[src/rtl/thermal_degrade_pkg.sv]
package thermal_degrade_pkg;

    typedef enum logic [1:0] {
        LVL_NORMAL   = 2'd0,
        LVL_DEGRADED = 2'd1,
        LVL_SHUTDOWN = 2'd2
    } lvl_e;

    localparam int unsigned MAX_CONC = 2;

endpackage

[src/rtl/tdc_level_eval.sv]
module tdc_level_eval
    import thermal_degrade_pkg::*;
#(
    parameter int unsigned TEMP_W = 10
) (
    input  lvl_e              lvl_cur,
    input  logic [TEMP_W-1:0] temp_code,
    input  logic [TEMP_W-1:0] thr_lo,
    input  logic [TEMP_W-1:0] thr_hi,
    input  logic [TEMP_W-1:0] hyst_margin,
    output lvl_e              lvl_new,
    output logic              warn_band
);

    logic [TEMP_W-1:0] rec_lo;
    logic [TEMP_W-1:0] rec_hi;
    logic              above_hi;
    logic              above_lo;
    logic              below_rec_lo;
    logic              below_rec_hi;

    always_comb begin
        // Recovery points saturate at zero: no code lies below zero.
        rec_lo       = (thr_lo > hyst_margin) ? (thr_lo - hyst_margin) : '0;
        rec_hi       = (thr_hi > hyst_margin) ? (thr_hi - hyst_margin) : '0;
        above_hi     = temp_code > thr_hi;
        above_lo     = temp_code > thr_lo;
        below_rec_lo = temp_code < rec_lo;
        below_rec_hi = temp_code < rec_hi;

        lvl_new = lvl_cur;
        if (above_hi) begin
            lvl_new = LVL_SHUTDOWN;
        end else begin
            unique case (lvl_cur)
                LVL_NORMAL: begin
                    if (above_lo) lvl_new = LVL_DEGRADED;
                end
                LVL_DEGRADED: begin
                    if (below_rec_lo) lvl_new = LVL_NORMAL;
                end
                default: begin
                    if (below_rec_hi) begin
                        lvl_new = below_rec_lo ? LVL_NORMAL : LVL_DEGRADED;
                    end else begin
                        lvl_new = LVL_SHUTDOWN;
                    end
                end
            endcase
        end

        warn_band = !below_rec_lo && !above_lo;
    end

endmodule

[src/rtl/tdc_stale_timer.sv]
module tdc_stale_timer #(
    parameter int unsigned TIMEOUT_CYC = 40
) (
    input  logic clk,
    input  logic rst_n,
    input  logic sample_vld,
    output logic expire
);

    localparam int unsigned CNT_W = $clog2(TIMEOUT_CYC + 1);
    localparam logic [CNT_W-1:0] CNT_SAT = CNT_W'(TIMEOUT_CYC);
    localparam logic [CNT_W-1:0] CNT_LAST = CNT_W'(TIMEOUT_CYC - 1);

    typedef struct packed {
        logic [CNT_W-1:0] idle;
    } tmr_t;

    tmr_t tmr_d;
    tmr_t tmr_q;

    always_comb begin
        tmr_d  = tmr_q;
        expire = 1'b0;
        if (sample_vld) begin
            tmr_d.idle = '0;
        end else begin
            // This cycle completes (or has passed) the silent window.
            expire = tmr_q.idle >= CNT_LAST;
            if (tmr_q.idle != CNT_SAT) tmr_d.idle = tmr_q.idle + 1'b1;
        end
    end

    always_ff @(posedge clk or negedge rst_n) begin
        if (!rst_n) tmr_q <= '0;
        else        tmr_q <= tmr_d;
    end

endmodule

[src/rtl/tdc_zone_skip.sv]
module tdc_zone_skip #(
    parameter int unsigned ZONE_W   = 1,
    parameter int unsigned SKIP_ROT = 2
) (
    input  logic              clk,
    input  logic              rst_n,
    input  logic              arm,
    input  logic              cancel,
    input  logic              rot_tick,
    input  logic [ZONE_W-1:0] zone_in,
    output logic              skip_req,
    output logic [ZONE_W-1:0] skip_zone
);

    localparam int unsigned SK_W = $clog2(SKIP_ROT + 1);
    localparam logic [SK_W-1:0] SK_FULL = SK_W'(SKIP_ROT);

    typedef struct packed {
        logic [SK_W-1:0]   left;
        logic [ZONE_W-1:0] zone;
    } skip_t;

    skip_t sk_d;
    skip_t sk_q;

    always_comb begin
        sk_d = sk_q;
        if (cancel) begin
            sk_d.left = '0;
        end else if (arm && sk_q.left == '0) begin
            sk_d.left = SK_FULL;
            sk_d.zone = zone_in;
        end else if (rot_tick && sk_q.left != '0) begin
            sk_d.left = sk_q.left - 1'b1;
        end
        skip_req  = sk_q.left != '0;
        skip_zone = sk_q.zone;
    end

    always_ff @(posedge clk or negedge rst_n) begin
        if (!rst_n) sk_q <= '0;
        else        sk_q <= sk_d;
    end

endmodule

[src/rtl/thermal_degrade_ctrl.sv]
module thermal_degrade_ctrl
    import thermal_degrade_pkg::*;
#(
    parameter int unsigned TEMP_W      = 10,
    parameter int unsigned TIMEOUT_CYC = 40,
    parameter int unsigned NUM_ZONES   = 2,
    parameter int unsigned SKIP_ROT    = 2,
    parameter int unsigned ZONE_W      = (NUM_ZONES > 1) ? $clog2(NUM_ZONES) : 1,
    parameter int unsigned CONC_W      = $clog2(MAX_CONC + 1)
) (
    input  logic              clk,
    input  logic              rst_n,
    input  logic              temp_vld,
    input  logic [TEMP_W-1:0] temp_code,
    input  logic [TEMP_W-1:0] thr_lo,
    input  logic [TEMP_W-1:0] thr_hi,
    input  logic [TEMP_W-1:0] hyst_margin,
    input  logic [CONC_W-1:0] cfg_conc,
    input  logic              rot_tick,
    input  logic [ZONE_W-1:0] active_zone,
    output logic [CONC_W-1:0] conc_limit,
    output logic              off_time_x2,
    output logic              bal_global_off,
    output logic              zone_skip_req,
    output logic [ZONE_W-1:0] zone_skip_id
);

    localparam logic [CONC_W-1:0] CONC_CAP = CONC_W'(MAX_CONC);

    typedef struct packed {
        lvl_e lvl;
    } ctl_t;

    ctl_t ctl_d;
    ctl_t ctl_q;

    lvl_e lvl_eval;
    logic warn_band;
    logic stale;
    logic skip_arm;
    logic skip_cancel;

    tdc_level_eval #(.TEMP_W(TEMP_W)) u_eval (
        .lvl_cur     (ctl_q.lvl),
        .temp_code   (temp_code),
        .thr_lo      (thr_lo),
        .thr_hi      (thr_hi),
        .hyst_margin (hyst_margin),
        .lvl_new     (lvl_eval),
        .warn_band   (warn_band)
    );

    tdc_stale_timer #(.TIMEOUT_CYC(TIMEOUT_CYC)) u_stale (
        .clk        (clk),
        .rst_n      (rst_n),
        .sample_vld (temp_vld),
        .expire     (stale)
    );

    tdc_zone_skip #(.ZONE_W(ZONE_W), .SKIP_ROT(SKIP_ROT)) u_skip (
        .clk       (clk),
        .rst_n     (rst_n),
        .arm       (skip_arm),
        .cancel    (skip_cancel),
        .rot_tick  (rot_tick),
        .zone_in   (active_zone),
        .skip_req  (zone_skip_req),
        .skip_zone (zone_skip_id)
    );

    always_comb begin
        ctl_d = ctl_q;
        if (temp_vld)   ctl_d.lvl = lvl_eval;
        else if (stale) ctl_d.lvl = LVL_SHUTDOWN;

        skip_arm    = temp_vld && warn_band &&
                      ctl_q.lvl == LVL_NORMAL && lvl_eval == LVL_NORMAL;
        skip_cancel = ctl_d.lvl != LVL_NORMAL;

        unique case (ctl_q.lvl)
            LVL_NORMAL: begin
                conc_limit     = (cfg_conc > CONC_CAP) ? CONC_CAP : cfg_conc;
                off_time_x2    = 1'b0;
                bal_global_off = 1'b0;
            end
            LVL_DEGRADED: begin
                conc_limit     = CONC_W'(1);
                off_time_x2    = 1'b1;
                bal_global_off = 1'b0;
            end
            default: begin
                conc_limit     = '0;
                off_time_x2    = 1'b1;
                bal_global_off = 1'b1;
            end
        endcase
    end

    always_ff @(posedge clk or negedge rst_n) begin
        if (!rst_n) ctl_q.lvl <= LVL_SHUTDOWN;
        else        ctl_q     <= ctl_d;
    end

endmodule

[config.mk]
export PLATFORM = sky130hd
export DESIGN_NAME = thermal_degrade_ctrl
export DESIGN_NICKNAME = d
export VERILOG_FILES = /design/src/rtl/thermal_degrade_pkg.sv /design/src/rtl/tdc_level_eval.sv /design/src/rtl/tdc_stale_timer.sv /design/src/rtl/tdc_zone_skip.sv /design/src/rtl/thermal_degrade_ctrl.sv
export SDC_FILE = /design/constraint.sdc
export NUM_CORES = 1
export LEC_CHECK = 0
export BUFFER_PORTS_ARGS = -buffer_cell sky130_fd_sc_hd__clkbuf_2
export CORE_MARGIN = 2
export CORE_UTILIZATION = 49
export DETAILED_ROUTE_END_ITERATION = 12
export GPL_ROUTABILITY_DRIVEN = 0
export PLACE_DENSITY = 0.76
export SYNTH_ARGS = -nofsm -noshare
export SYNTH_HDL_FRONTEND = slang
export SYNTH_SLANG_ARGS = --single-unit
[constraint.sdc]
create_clock -name clk -period 1.6 [get_ports clk]
set_clock_uncertainty 0.2 [all_clocks]
set_input_delay 0.08 -clock clk [delete_from_list [all_inputs] [get_ports clk]]
set_output_delay 0.08 -clock clk [all_outputs]
set_load 0.02 [all_outputs]
==> summary.txt <==
Run status
  • Outcome: finished with violations
  • Failing checks: negative setup slack

Detailed routing
  • Routed WL: 8830 um
  • Pre-Repair DR Iteration Count: 4
  • Wire per inst: 16.1 um
  • DR vias/cell: about 5.5
  • Drt initial violations: 140
  • Antenna Nets Post-Route: 0
  • Drt drc: 0
  • Via count: 3041

Logic synthesis
  • Compound-Gate Fraction of Synth Area: 22.9%
  • Avg Cell Area, Syn: 7.91 um^2
  • Post-synthesis sequential area ratio: 10.9%
  • Area share of the largest cell type after synthesis: 30.2%
  • Mux contribution to synthesized area: 0.445%
  • Cell area after synthesis: 2530 um^2
  • Yosys reg bits: 11
  • Ys async rst share: 100%
  • Main synth FF type: dfrtp_1
  • Largest family of logic cells by synthesized area: adder cells
  • Post-Synth Adder-Cell Area: a little under a third
  • Number of synthesized flops with an enable pin: 0
  • Synth warn: 0
  • Xor/xnor share of the synthesized area: 6.92%
  • Synth top area cells: ha_1 30%, dfrtp_1 9.9%, inv_1 6.1%
  • Cell type with the largest total area after synthesis: ha_1
  • Syn_nets: 430
  • Synth Area in Simple Gates: between 20 and 25%
  • Post-Syn Instances: 320
  • Distinct cell type count after synthesis: roughly 50

Timing
  • Setup slack after layout: -1.92 ns
  • Tmin final: 3.52 ns
  • RSZ-0062 raised after global routing: yes
  • Final setup violation count: 5
  • Fmax: between 200 and 300 MHz
  • Final hold violation count: 0
  • Period utilization: 220%
  • Final Max Slew Viols: 0
  • Slew headroom: 68.0%
  • Slew @ Worst Pin: 0.475 ns

Min path
  • Worst min path class: in2async

Critical path
  • Critical path capture point type: flop
  • Reg2reg path depth: 6
  • Critical Path Slowest Stage Cell: fa_2
  • Crit path kind: in2reg
  • CP max stage delay: between 0.3 and 0.4 ns
  • Worst EP required: 1.57 ns
  • Critical-path cell list: clkbuf_16 > inv_12 > ha_4 > inv_2 > fa_2 > a211o_1 > a211oi_2 > nor2_2 > a21oi_4 > a41oi_4 > nand2_2 > ha_4 > a21o_1 > o211ai_1 > o211ai_1 > a21o_1 > and4b_4 > o21a_1 > nor3_2
  • R2r setup slk: -0.24 ns
  • Worst setup SP type: input port
  • CP max FO: 5
  • CP arrival: 3.49 ns

Place
  • Detailed placement HPWL: 6440 um
  • Pre-CTS WS: -2.17 ns
  • Port-buffer cells: 52
  • Dpl cell area: 3680 um^2

Clock tree
  • # H-tree levels: 1
  • Root Buffer: clkbuf_8
  • Num CTS Buffers: 3
  • CTS max path bufs: 2
  • CTS tree: yes
  • Worst-Skew Late Latency: 0.24 ns
  • Clock slew at reported path FFs: roughly 0.050 ns
  • Clk sink count: 11

Power and ir drop
  • Leakage: 2.08 nW
  • Peak supply drop: around 0.77 mV
  • Tot Pwr: 0.00240 W
  • Power Density: 589 nW/um^2

Floorplanning
  • Row cnt: 26
  • Die Y: 75.9 um
  • Die X: 75.9 um
  • Die Area: 5750 um^2
  • Boundary Pins: 53
  • Core area: slightly above 5000 um^2
  • Initial Utilization: 50.2%

Final layout
  • Antenna cells: 0
  • Synth-to-Final Area Change: 61.1%
  • Layout cells sized above 1: 44.7%
  • Fin area: 4080 um^2
  • Nets: 590
  • Final core occ: 80.8%

Global routing
  • Largest net degree at the start of global routing: 12
  • GRT overflow: 0
  • Initial antenna violation count: 0
  • Global-route wire length before repair: 13000 um
  • Total Routing Usage GR: 29.4%
  • Vias in the first global route: 3017

Run
  • Max Cap Violations: 0
-- final cells by class --
type,instances,area (um^2)
Multi-Input combinational cell,266,2380
Timing Repair Buffer,157,1100
Fill cell,300,966
Sequential cell,11,277
Inverter,41,179
Tap cell,70,87.6
Clock buffer,3,41.3
Clock inverter,1,5.00
-- synthesized netlist by cell type, types with 2 or more instances --
cell type and count:
a211o_1 2, dfrtp_1 10, a41oi_1 2, o211a_1 2, xnor2_1 11, o31ai_1 2
o41ai_1 2, o21a_1 5, nand4_1 4, nor3_1 6, o21bai_1 3, nand2_1 27
a211oi_1 6, and2_1 3, nor2_1 23, o211ai_1 5, a21oi_1 22, nand3_1 8
a21o_1 8, clkbuf_1 2, or3_1 3, o21ai_0 11, and4_1 6, ha_1 61
nor3_2 2, xor2_1 9, nand2b_1 3, nor2b_1 7, and3_1 4, inv_1 41
fa_1 2
-- per-stage QoR --
step                setup TNS, ns  hold WS [ns]  cells
global route                -9.77        0.0956    549
detailed placement         -10.45        -0.225    534
global placement           -10.19        -0.233    534
floorplan                   -8.12        -0.416    320
finish                      -9.15        0.0680    549
CTS                         -8.54        0.0532    546
-- report_power, final --
group          total [W]  internal [W]  switching [W]
Sequential      0.000359      0.000327      0.0000320
Clock           0.000290      0.000172       0.000118
Combinational    0.00175      0.000884       0.000869
-- placed cells by master, fill, tap and decap left out, types with 6 or more instances in the layout --
cell / netlist / final
inv_1: 41 / 35
dfrtp_1: 10 / 10
nand3_1: 8 / 6
xnor2_1: 11 / 10
nand2_1: 27 / 24
xor2_1: 9 / 9
nor2b_1: 7 / 6
clkbuf_2: 0 / 49
a21o_1: 8 / 8
ha_4: 0 / 8
ha_1: 61 / 53
o21ai_0: 11 / 8
buf_4: 0 / 100
nor2_1: 23 / 22
a21oi_1: 22 / 16
-- cell families (layout without fill, tap and decap cells) --
| family | count (synthesis) | after routing |
|---|---|---|
| AND/OR/NAND/NOR | 99 | 99 |
| buffers and inverters | 44 | 202 |
| adder cells (fa/ha/maj) | 63 | 63 |
| flip-flops | 11 | 11 |
| XOR/XNOR | 20 | 20 |
| multiplexers | 1 | 1 |
| AO/OA/AOI/OAI | 82 | 83 |
-- path summary, 6_finish.rpt --
path | to | from
setup / recovery | u_skip.sk_q[2] | thr_lo[0]
setup reg to reg | u_skip.sk_q[1] | u_stale.tmr_q[0]
min in group clk | u_skip.sk_q[2] | rot_tick
hold reg to reg | u_skip.skip_zone | u_skip.skip_zone
hold / removal | u_skip.skip_zone | rst_n
max in group asynchronous | ctl_q[1] | rst_n
-- registers in the layout, indices dropped and copies added, names as in the netlist --
name,flops
u_stale.tmr_q,6
u_skip.skip_zone,1
u_skip.sk_q,2
ctl_q,2
-- critical path: cells and delay by family --
family,cells,cell delay (ns)
adder cells (fa/ha/maj),3,0.66
AND/OR/NAND/NOR,4,0.65
buffers and inverters,3,0.20
AO/OA/AOI/OAI,9,1.90
-- what timing repair did --
| action | in CTS | in global routing |
|---|---|---|
| gates cloned | 1 | 0 |
| endpoints found under the hold margin | 16 | 0 |
| pin swaps | 35 | 19 |
| buffers inserted | 5 | 3 |
| hold buffers | 4 | 0 |
| resized for setup | 28 | 17 |
| endpoints found under the setup margin | 5 | 7 |
-- layer usage --
| metal | wire (um) | track usage (%) |
|---|---|---|
| met1 | 3470 | 33.2 |
| met2 | 4510 | 54.1 |
| met3 | 419 | 3.57 |
| met5 | 0 | 0 |
| met4 | 425 | 14.4 |
(Power assumes the default switching activity.)
